### src/rtl/sr_pkg.sv
package sr_pkg;
  localparam int REG_W   = 8;
  localparam int NFLAG   = 5;
  localparam int RSVD_W  = REG_W - NFLAG;
  // flag vector index: 4 tx empty, 3 rx full, 2 overrun, 1 framing, 0 parity
  localparam int F_TXE   = 4;
  localparam int F_RXF   = 3;
  localparam int F_OVR   = 2;
  localparam int F_FRM   = 1;
  localparam int F_PAR   = 0;
  localparam logic [NFLAG-1:0]  FLAG_INIT = 5'b10000;
  localparam logic [RSVD_W-1:0] RSVD_VAL  = '1;

  typedef struct packed {
    logic [NFLAG-1:0] setMask;
    logic [NFLAG-1:0] clrMask;
    logic             init;
  } flagCmd_t;
endpackage

### src/rtl/sr_ctrl.sv
module sr_ctrl
  import sr_pkg::*;
(
  input  logic             clk,
  input  logic             rstN,
  input  logic             standby,
  input  logic             rdStb,
  input  logic             wrStb,
  input  logic [NFLAG-1:0] wrFlags,
  input  logic [NFLAG-1:0] flags,
  input  logic             txEnable,
  input  logic             txLoad,
  input  logic             rxDone,
  input  logic             frameErr,
  input  logic             parityErr,
  output flagCmd_t         cmd,
  output logic             rxLoad
);
  logic [NFLAG-1:0] arm;
  logic [NFLAG-1:0] setVec;
  logic             rxClean;

  // arms: captured by a read of set flags, dropped by any write or init
  always_ff @(posedge clk or negedge rstN) begin
    if (!rstN)              arm <= '0;
    else if (standby)       arm <= '0;
    else if (wrStb)         arm <= '0;
    else if (rdStb)         arm <= arm | flags;
  end

  assign rxClean = rxDone && !frameErr && !parityErr;

  always_comb begin
    setVec        = '0;
    setVec[F_TXE] = txLoad || !txEnable;
    setVec[F_RXF] = rxClean && !flags[F_RXF];
    setVec[F_OVR] = rxDone && flags[F_RXF];
    setVec[F_FRM] = rxDone && frameErr;
    setVec[F_PAR] = rxDone && parityErr;
  end

  always_comb begin
    cmd.init    = standby;
    cmd.setMask = setVec;
    cmd.clrMask = wrStb ? (arm & ~wrFlags) : '0;
  end

  assign rxLoad = setVec[F_RXF];
endmodule

### src/rtl/sr_data.sv
module sr_data
  import sr_pkg::*;
(
  input  logic             clk,
  input  logic             rstN,
  input  flagCmd_t         cmd,
  output logic [NFLAG-1:0] flags,
  output logic [REG_W-1:0] status
);
  for (genvar i = 0; i < NFLAG; i++) begin : g_flag
    always_ff @(posedge clk or negedge rstN) begin
      if (!rstN)                 flags[i] <= FLAG_INIT[i];
      else if (cmd.init)         flags[i] <= FLAG_INIT[i];
      else if (cmd.setMask[i])   flags[i] <= 1'b1;
      else if (cmd.clrMask[i])   flags[i] <= 1'b0;
    end
  end

  assign status = {flags, RSVD_VAL};
endmodule

### src/rtl/sr_status.sv
module sr_status
  import sr_pkg::*;
(
  input  logic             clk,
  input  logic             rstN,
  input  logic             standby,
  input  logic             rdStb,
  input  logic             wrStb,
  input  logic [REG_W-1:0] wrData,
  output logic [REG_W-1:0] rdData,
  input  logic             txEnable,
  input  logic             txLoad,
  input  logic             rxDone,
  input  logic             frameErr,
  input  logic             parityErr,
  output logic             rxLoad
);
  flagCmd_t         cmd;
  logic [NFLAG-1:0] flags;
  logic [RSVD_W-1:0] unusedLow;

  assign unusedLow = wrData[RSVD_W-1:0];

  sr_ctrl u_ctrl (
    .clk(clk), .rstN(rstN), .standby(standby),
    .rdStb(rdStb), .wrStb(wrStb), .wrFlags(wrData[REG_W-1:RSVD_W]),
    .flags(flags), .txEnable(txEnable), .txLoad(txLoad),
    .rxDone(rxDone), .frameErr(frameErr), .parityErr(parityErr),
    .cmd(cmd), .rxLoad(rxLoad)
  );

  sr_data u_data (
    .clk(clk), .rstN(rstN), .cmd(cmd), .flags(flags), .status(rdData)
  );
endmodule

### config.mk
export PLATFORM = sky130hd
export DESIGN_NAME = sr_status
export DESIGN_NICKNAME = d
export VERILOG_FILES = /design/src/rtl/sr_pkg.sv /design/src/rtl/sr_ctrl.sv /design/src/rtl/sr_data.sv /design/src/rtl/sr_status.sv
export SDC_FILE = /design/constraint.sdc
export NUM_CORES = 1
export LEC_CHECK = 0
export ABC_AREA = 0
export BUFFER_PORTS_ARGS = -buffer_cell sky130_fd_sc_hd__buf_2
export CELL_PAD_IN_SITES_DETAIL_PLACEMENT = 1
export CELL_PAD_IN_SITES_GLOBAL_PLACEMENT = 1
export CORE_UTILIZATION = 32
export CTS_BUF_LIST = sky130_fd_sc_hd__clkbuf_16
export CTS_CLUSTER_SIZE = 14
export DETAILED_ROUTE_END_ITERATION = 8
export GPL_TIMING_DRIVEN = 0
export PLACE_DENSITY = 0.85
export SLEW_MARGIN = 20
export SYNTH_ARGS = -nofsm -noshare
export SYNTH_HDL_FRONTEND = slang
export SYNTH_SLANG_ARGS = --single-unit
export TNS_END_PERCENT = 1
### constraint.sdc
create_clock -name clk -period 2.52 [get_ports clk]
set_input_delay 0.504 -clock clk [delete_from_list [all_inputs] [get_ports clk]]
set_output_delay 0.504 -clock clk [all_outputs]
set_load 0.05 [all_outputs]
==> results of run 1 <==
[synthesized netlist by cell type]
cell | count | share of area [%]
nand3b_2 | 1 | 2.3
buf_4 | 3 | 4.7
dfrtp_1 | 9 | 47
buf_6 | 1 | 2.3
a32o_1 | 3 | 6.2
a22o_1 | 1 | 1.8
inv_2 | 1 | 0.78
inv_1 | 1 | 0.78
nor4b_2 | 1 | 3.1
nor3_1 | 5 | 5.2
buf_2 | 1 | 1.0
conb_1 | 1 | 0.78
nor2b_1 | 4 | 5.2
a21oi_1 | 5 | 5.2
nand3b_1 | 4 | 6.2
dfstp_2 | 1 | 5.4
a2111o_1 | 1 | 2.3
[layout by cell type, fill, tap and decap left out, drive strengths merged]
master,count
buf,24
a32o,3
a22o,1
inv,2
clkinv,1
nor3,5
clkbuf,3
dfstp,1
nor4b,1
a2111o,1
a21oi,5
conb,3
nor2b,4
nand3b,5
dfrtp,9
[metal layers]
layer  global-route usage [%]  wire [um]
met1                    19.32        505
met4                    7.500         26
met3                    3.804         76
met5                        0          0
met2                    30.08        550
[sequential cells by signal, indices dropped and copies added, names as in the netlist]
| signal | cells |
|---|---|
| u_ctrl.arm | 5 |
| u_data.flags | 5 |
[through the flow]
stage / util [%] / setup slack, ns / power (W) / std cells
floorplan: - / 0.4028 / 0.0002229 / 45
global placement: 44.76 / 0.7859 / 0.0002462 / 79
detailed placement: 44.76 / 0.7776 / 0.0002478 / 79
CTS: 50.60 / 0.7501 / 0.0005306 / 83
global route: 50.60 / 0.6988 / 0.0005410 / 83
finish: 50.60 / 0.7518 / 0.0005279 / 83
[final cells by class]
type | count | area, um^2 | share of cell area (%)
clock buffers | 3 | 75.07 | 10.99
inverters | 2 | 7.507 | 1.099
plain buffers | 5 | 38.79 | 5.678
clock inverters | 1 | 3.754 | 0.5495
multi-input cells | 28 | 192.7 | 28.21
flip-flops and latches | 10 | 251.5 | 36.81
well taps | 15 | 18.77 | 2.747
repair buffers | 19 | 95.09 | 13.92
[worst max path at each step]
stage | startpoint | cells past startpoint | end
2_1_floorplan | u_data.flags[3] | 1 | rxLoad
3_3_place_gp | frameErr | 3 | rxLoad
3_5_place_dp | frameErr | 3 | rxLoad
4_1_cts | u_data.flags[3] | 2 | rxLoad
5_1_grt | u_data.flags[3] | 2 | rxLoad
6_report | u_data.flags[3] | 2 | rxLoad
[power breakdown]
| part | internal, W | leakage [nW] | switching (W) |
|---|---|---|---|
| clock | 0.000208 | 0.0385 | 0.0000748 |
| sequential | 0.000167 | 0.133 | 0.00000500 |
| combinational | 0.0000251 | 0.162 | 0.0000474 |
[cells by family (layout without fill, tap and decap cells)]
family                 count (synthesis)  in the layout  share of synthesized area [%]
AND/OR/NAND/NOR                       15             15                          22.02
AO/OA/AOI/OAI                         10             10                          15.54
flip-flops                            10             10                          52.07
buffers and inverters                  7             30                          9.583
other                                  1              3                         0.7765
[critical path: cells and delay by family, from the launching register on]
kind,cells,cell delay (ns)
buf+inv,1,0.32
flops,1,0.42
simple gates,1,0.28
==> impl_metrics.yaml, run 1 <==
placement:
  portBuffers: 19
  place_area_um2: 604.3
  dp_hpwl_um: 904.5
  gp_congestion: 0.7010
setup_path:
  cp.required_ns: 2.02
  r2r_start: "u_data.flags[3]"
  crit_slowest_cell: "dfrtp_1"
  critical_path.max_fanout: 5
  arrival_ns: 1.26
  rrSetupSlack_ns: 1.57
  rr_worst_depth: 2
  end_kind: "output pin"
  crit_type: "reg -> out"
  reg2reg_to: "u_data.flags[3]"
  crit_chain: "nor4b_2, buf_2"
  cp_slowest_stage_delay_ns: 0.42
  start_kind: "flop"
synthesis:
  synth_cells: 43
  syn_area_um2: 483.0
  ys_types: 17
  synth.avg_cell_area_um2: 11.23
  synth_seq_cells: 10
  seq_area_frac_synth_pct: 52.07
  ys_warn_count: 0
die:
  core_um2: 1350
  std_cell_rows: 13
  ioPinCount: 27
  die_area_um2: 1669
  start_util_pct: 35.77
  fp.dieW_um: 40.85
  die_h_um: 40.85
cts:
  cts_sinks: 10
  cts-root-buf: "clkbuf_16"
  cts.path.max_buffers: 2
  cts_tree: "yes"
  postCtsHoldBufs: 0
  cts_buffers: 3
  ctsResizeCount: 0
  htree_levels: 1
  clkLatencyLatePin_ns: 0.23
  cts.reportedPaths.clkPinSlew_ns: 0.04
  cts_setup_buffers: 0
drt:
  drtAntennaViolNets: 0
  firstDrtPassIters: 4
  drc: 0
  wl_um: 1158
  first_iter_violations: 4
  via_per_inst: 5.241
  avgRoutedWirePerCell_um: 13.95
  dr_total_vias: 435
cells_and_area:
  fillers: 172
  final_nets: 87
  drive_gt1_share_pct: 45.59
  antennaDiodeCount: 0
  syn_to_final_growth_pct: 41.45
  fin_area_um2: 683.2
run:
  drv_cap: 0
global_route:
  grt_pass1_vias: 424
  grt-ovfl-total: 0
  grtUsageTotal_pct: 17.06
  grt_max_degree: 11
  antenna_found_initial: 0
  grt_pass1_wl_um: 1835
power:
  p_leak_nw: 0.3337
  worst_ir_drop_vdd_mv: 0.4384
  powerDensity_nw_per_um2: 772.8
sta:
  whs_ns: 0.1194
  finalMaxSlewViolations: 0
  min_period_over_period_pct: 70.17
  rsz0062_at_grt: "false"
  finClkSkew_ns: 0.0002469
  setup_viol: 0
  fin_crit_ns: 1.768
  fmaxAchievable_mhz: 565.5
  fin_setup_tns_ns: 0
  hold_violations: 0
outcome:
  status: "completed"
hold_path:
  hold_path.class: "in -> async"
Power figures use the tool's default switching activity.
==> run 2, diff against run 1 <==
Settings changed: CORE_UTILIZATION 32 to 30, PLACE_DENSITY 0.85 to 0.81.
Clock period 2.52 ns to 1.63 ns, I/O delays scaled along.
==> impl_metrics.yaml, run 2 (same netlist as run 1, synthesis figures left out) <==
power:
  seq_power_share_pct: 33.1
  p_leak_nw: 0.3459
  worst_ir_drop_vdd_mv: 0.6643
  clkPwrFrac_pct: 52.2
  powerDensity_nw_per_um2: 1145
  net-switching-power_w: 0.0001869
  swShare_pct: 23.13
  p_int_w: 0.0006214
  share_comb_of_total_power_pct: 14.7
die:
  start_util_pct: 32.06
  fp.dieW_um: 42.13
  std_cell_rows: 14
  ioPinCount: 27
  die_h_um: 42.13
  die_area_um2: 1775
  core_um2: 1506
cells_and_area:
  seqCellArea_um2: 251.5
  fillers: 182
  multi_input_area_um2: 201.4
  final_nets: 88
  antennaDiodeCount: 0
  final_common_cell: "buf_2"
  final_cell_mix: "buf_2 (19), dfrtp_1 (9), a21oi_1 (5), nor3_1 (5)"
  drive_gt1_share_pct: 44.93
  reg_top3: "u_ctrl.arm: 5 flops, u_data.flags: 5 flops"
  syn_to_final_growth_pct: 46.11
cts:
  cts.path.max_buffers: 2
  cts.reportedPaths.clkPinSlew_ns: 0.04
  htree_levels: 1
  cts_tree: "yes"
  cts-root-buf: "clkbuf_16"
  cts_buffers: 3
  cts_sinks: 10
  cts_setup_buffers: 0
  clkLatencyLatePin_ns: 0.23
global_route:
  grt-ovfl-total: 0
  grt_max_degree: 11
  grt_pass1_wl_um: 2014
  antenna_found_initial: 0
  grtUsageTotal_pct: 15.72
  grt_pass1_vias: 438
placement:
  gp_congestion: 0.7561
  dp_hpwl_um: 813.2
  portBuffers: 19
sta:
  fmaxAchievable_mhz: 646.1
  finClkSkew_ns: 0.001137
  whs_ns: 0.2984
  fin_crit_ns: 1.548
  fin_setup_tns_ns: 0
  hold_violations: 0
  min_period_over_period_pct: 94.95
  setup_viol: 0
  finalMaxSlewViolations: 0
  rsz0062_at_grt: "false"
setup_path:
  rr_worst_depth: 2
  end_kind: "output pin"
  critical_path.startpoint: "u_data.flags[3]"
  start_kind: "flop"
  crit_type: "reg -> out"
  cp.required_ns: 1.30
  r2r_start: "u_data.flags[3]"
  critical_path.max_fanout: 5
  arrival_ns: 1.22
run:
  drv_cap: 0
hold_path:
  holdPathStages: 2
  hold_path_startpoint: "txLoad"
  hold_path.class: "in -> reg"
drt:
  drc: 0
  wl_um: 1247
  via_per_inst: 4.929
  first_iter_violations: 2
  drtAntennaViolNets: 0
  avgRoutedWirePerCell_um: 14.67
  dr_total_vias: 419
  firstDrtPassIters: 3
outcome:
  status: "completed"
run 2: metal layers:
layer  vias up  part of all wire (%)  track usage (%)  wire [um]
met3         0                   3.6            3.879         45
li1        203                     -                -          -
met1       205                    44            17.81        545
met2        11                    53            28.44        656
met4         0                     0            5.625          0
met5         -                     0                0          0
run 2: area by class of cell:
class | count | area share [%]
clock inverter | 1 | 0.5319
buffer | 5 | 5.496
timing repair buffer | 20 | 15.25
sequential | 10 | 35.64
multi-input combinational | 28 | 28.55
clock buffer | 3 | 10.64
inverter | 2 | 1.064
tap | 16 | 2.837
run 2: power groups by stage:
| stage | Sequential, W | Clock, W | Combinational [W] |
|---|---|---|---|
| floorplan | 0.000292 | 0 | 0.0000547 |
| global placement | 0.000270 | 0 | 0.000114 |
| detailed placement | 0.000270 | 0 | 0.000115 |
| CTS | 0.000267 | 0.000431 | 0.000119 |
| global route | 0.000268 | 0.000444 | 0.000127 |
| finish | 0.000267 | 0.000422 | 0.000119 |
run 2: final timing paths:
check / to / slack, ns
worst max-delay path: rxLoad / 0.08
worst min-delay path: u_data.flags[4] / 0.30
worst max register to register: u_data.flags[3] / 0.68
worst min register to register: u_ctrl.arm[2] / 0.56
max in group asynchronous: u_data.flags[4] / 0.88
min in group asynchronous: u_data.flags[1] / 0.49
run 2: timing repair:
| action | CTS | global route |
|---|---|---|
| resized for setup | 0 | 1 |
| hold buffers | 1 | 0 |
| endpoints found under the setup margin | 0 | 1 |
| endpoints found under the hold margin | 9 | 0 |
run 2: worst max-delay path: stages (launching register included):
cell      delay [ns]
dfrtp_1         0.45
nor4b_4         0.26
clkbuf_4        0.28
run 2: through the flow:
| step | worst slack (ns) | instances | util, % | power (W) | cell area [um^2] |
|---|---|---|---|---|---|
| after floorplan | 0.01131 | 45 | - | 0.0003463 | 499.2 |
| after global placement | 0.2667 | 80 | 40.78 | 0.0003837 | 614.3 |
| after detailed placement | 0.2755 | 80 | 40.78 | 0.0003849 | 614.3 |
| after CTS | 0.04403 | 85 | 46.68 | 0.0008171 | 703.2 |
| after global routing | 0.01827 | 85 | 46.84 | 0.0008391 | 705.7 |
| final | 0.08232 | 85 | 46.84 | 0.0008083 | 705.7 |
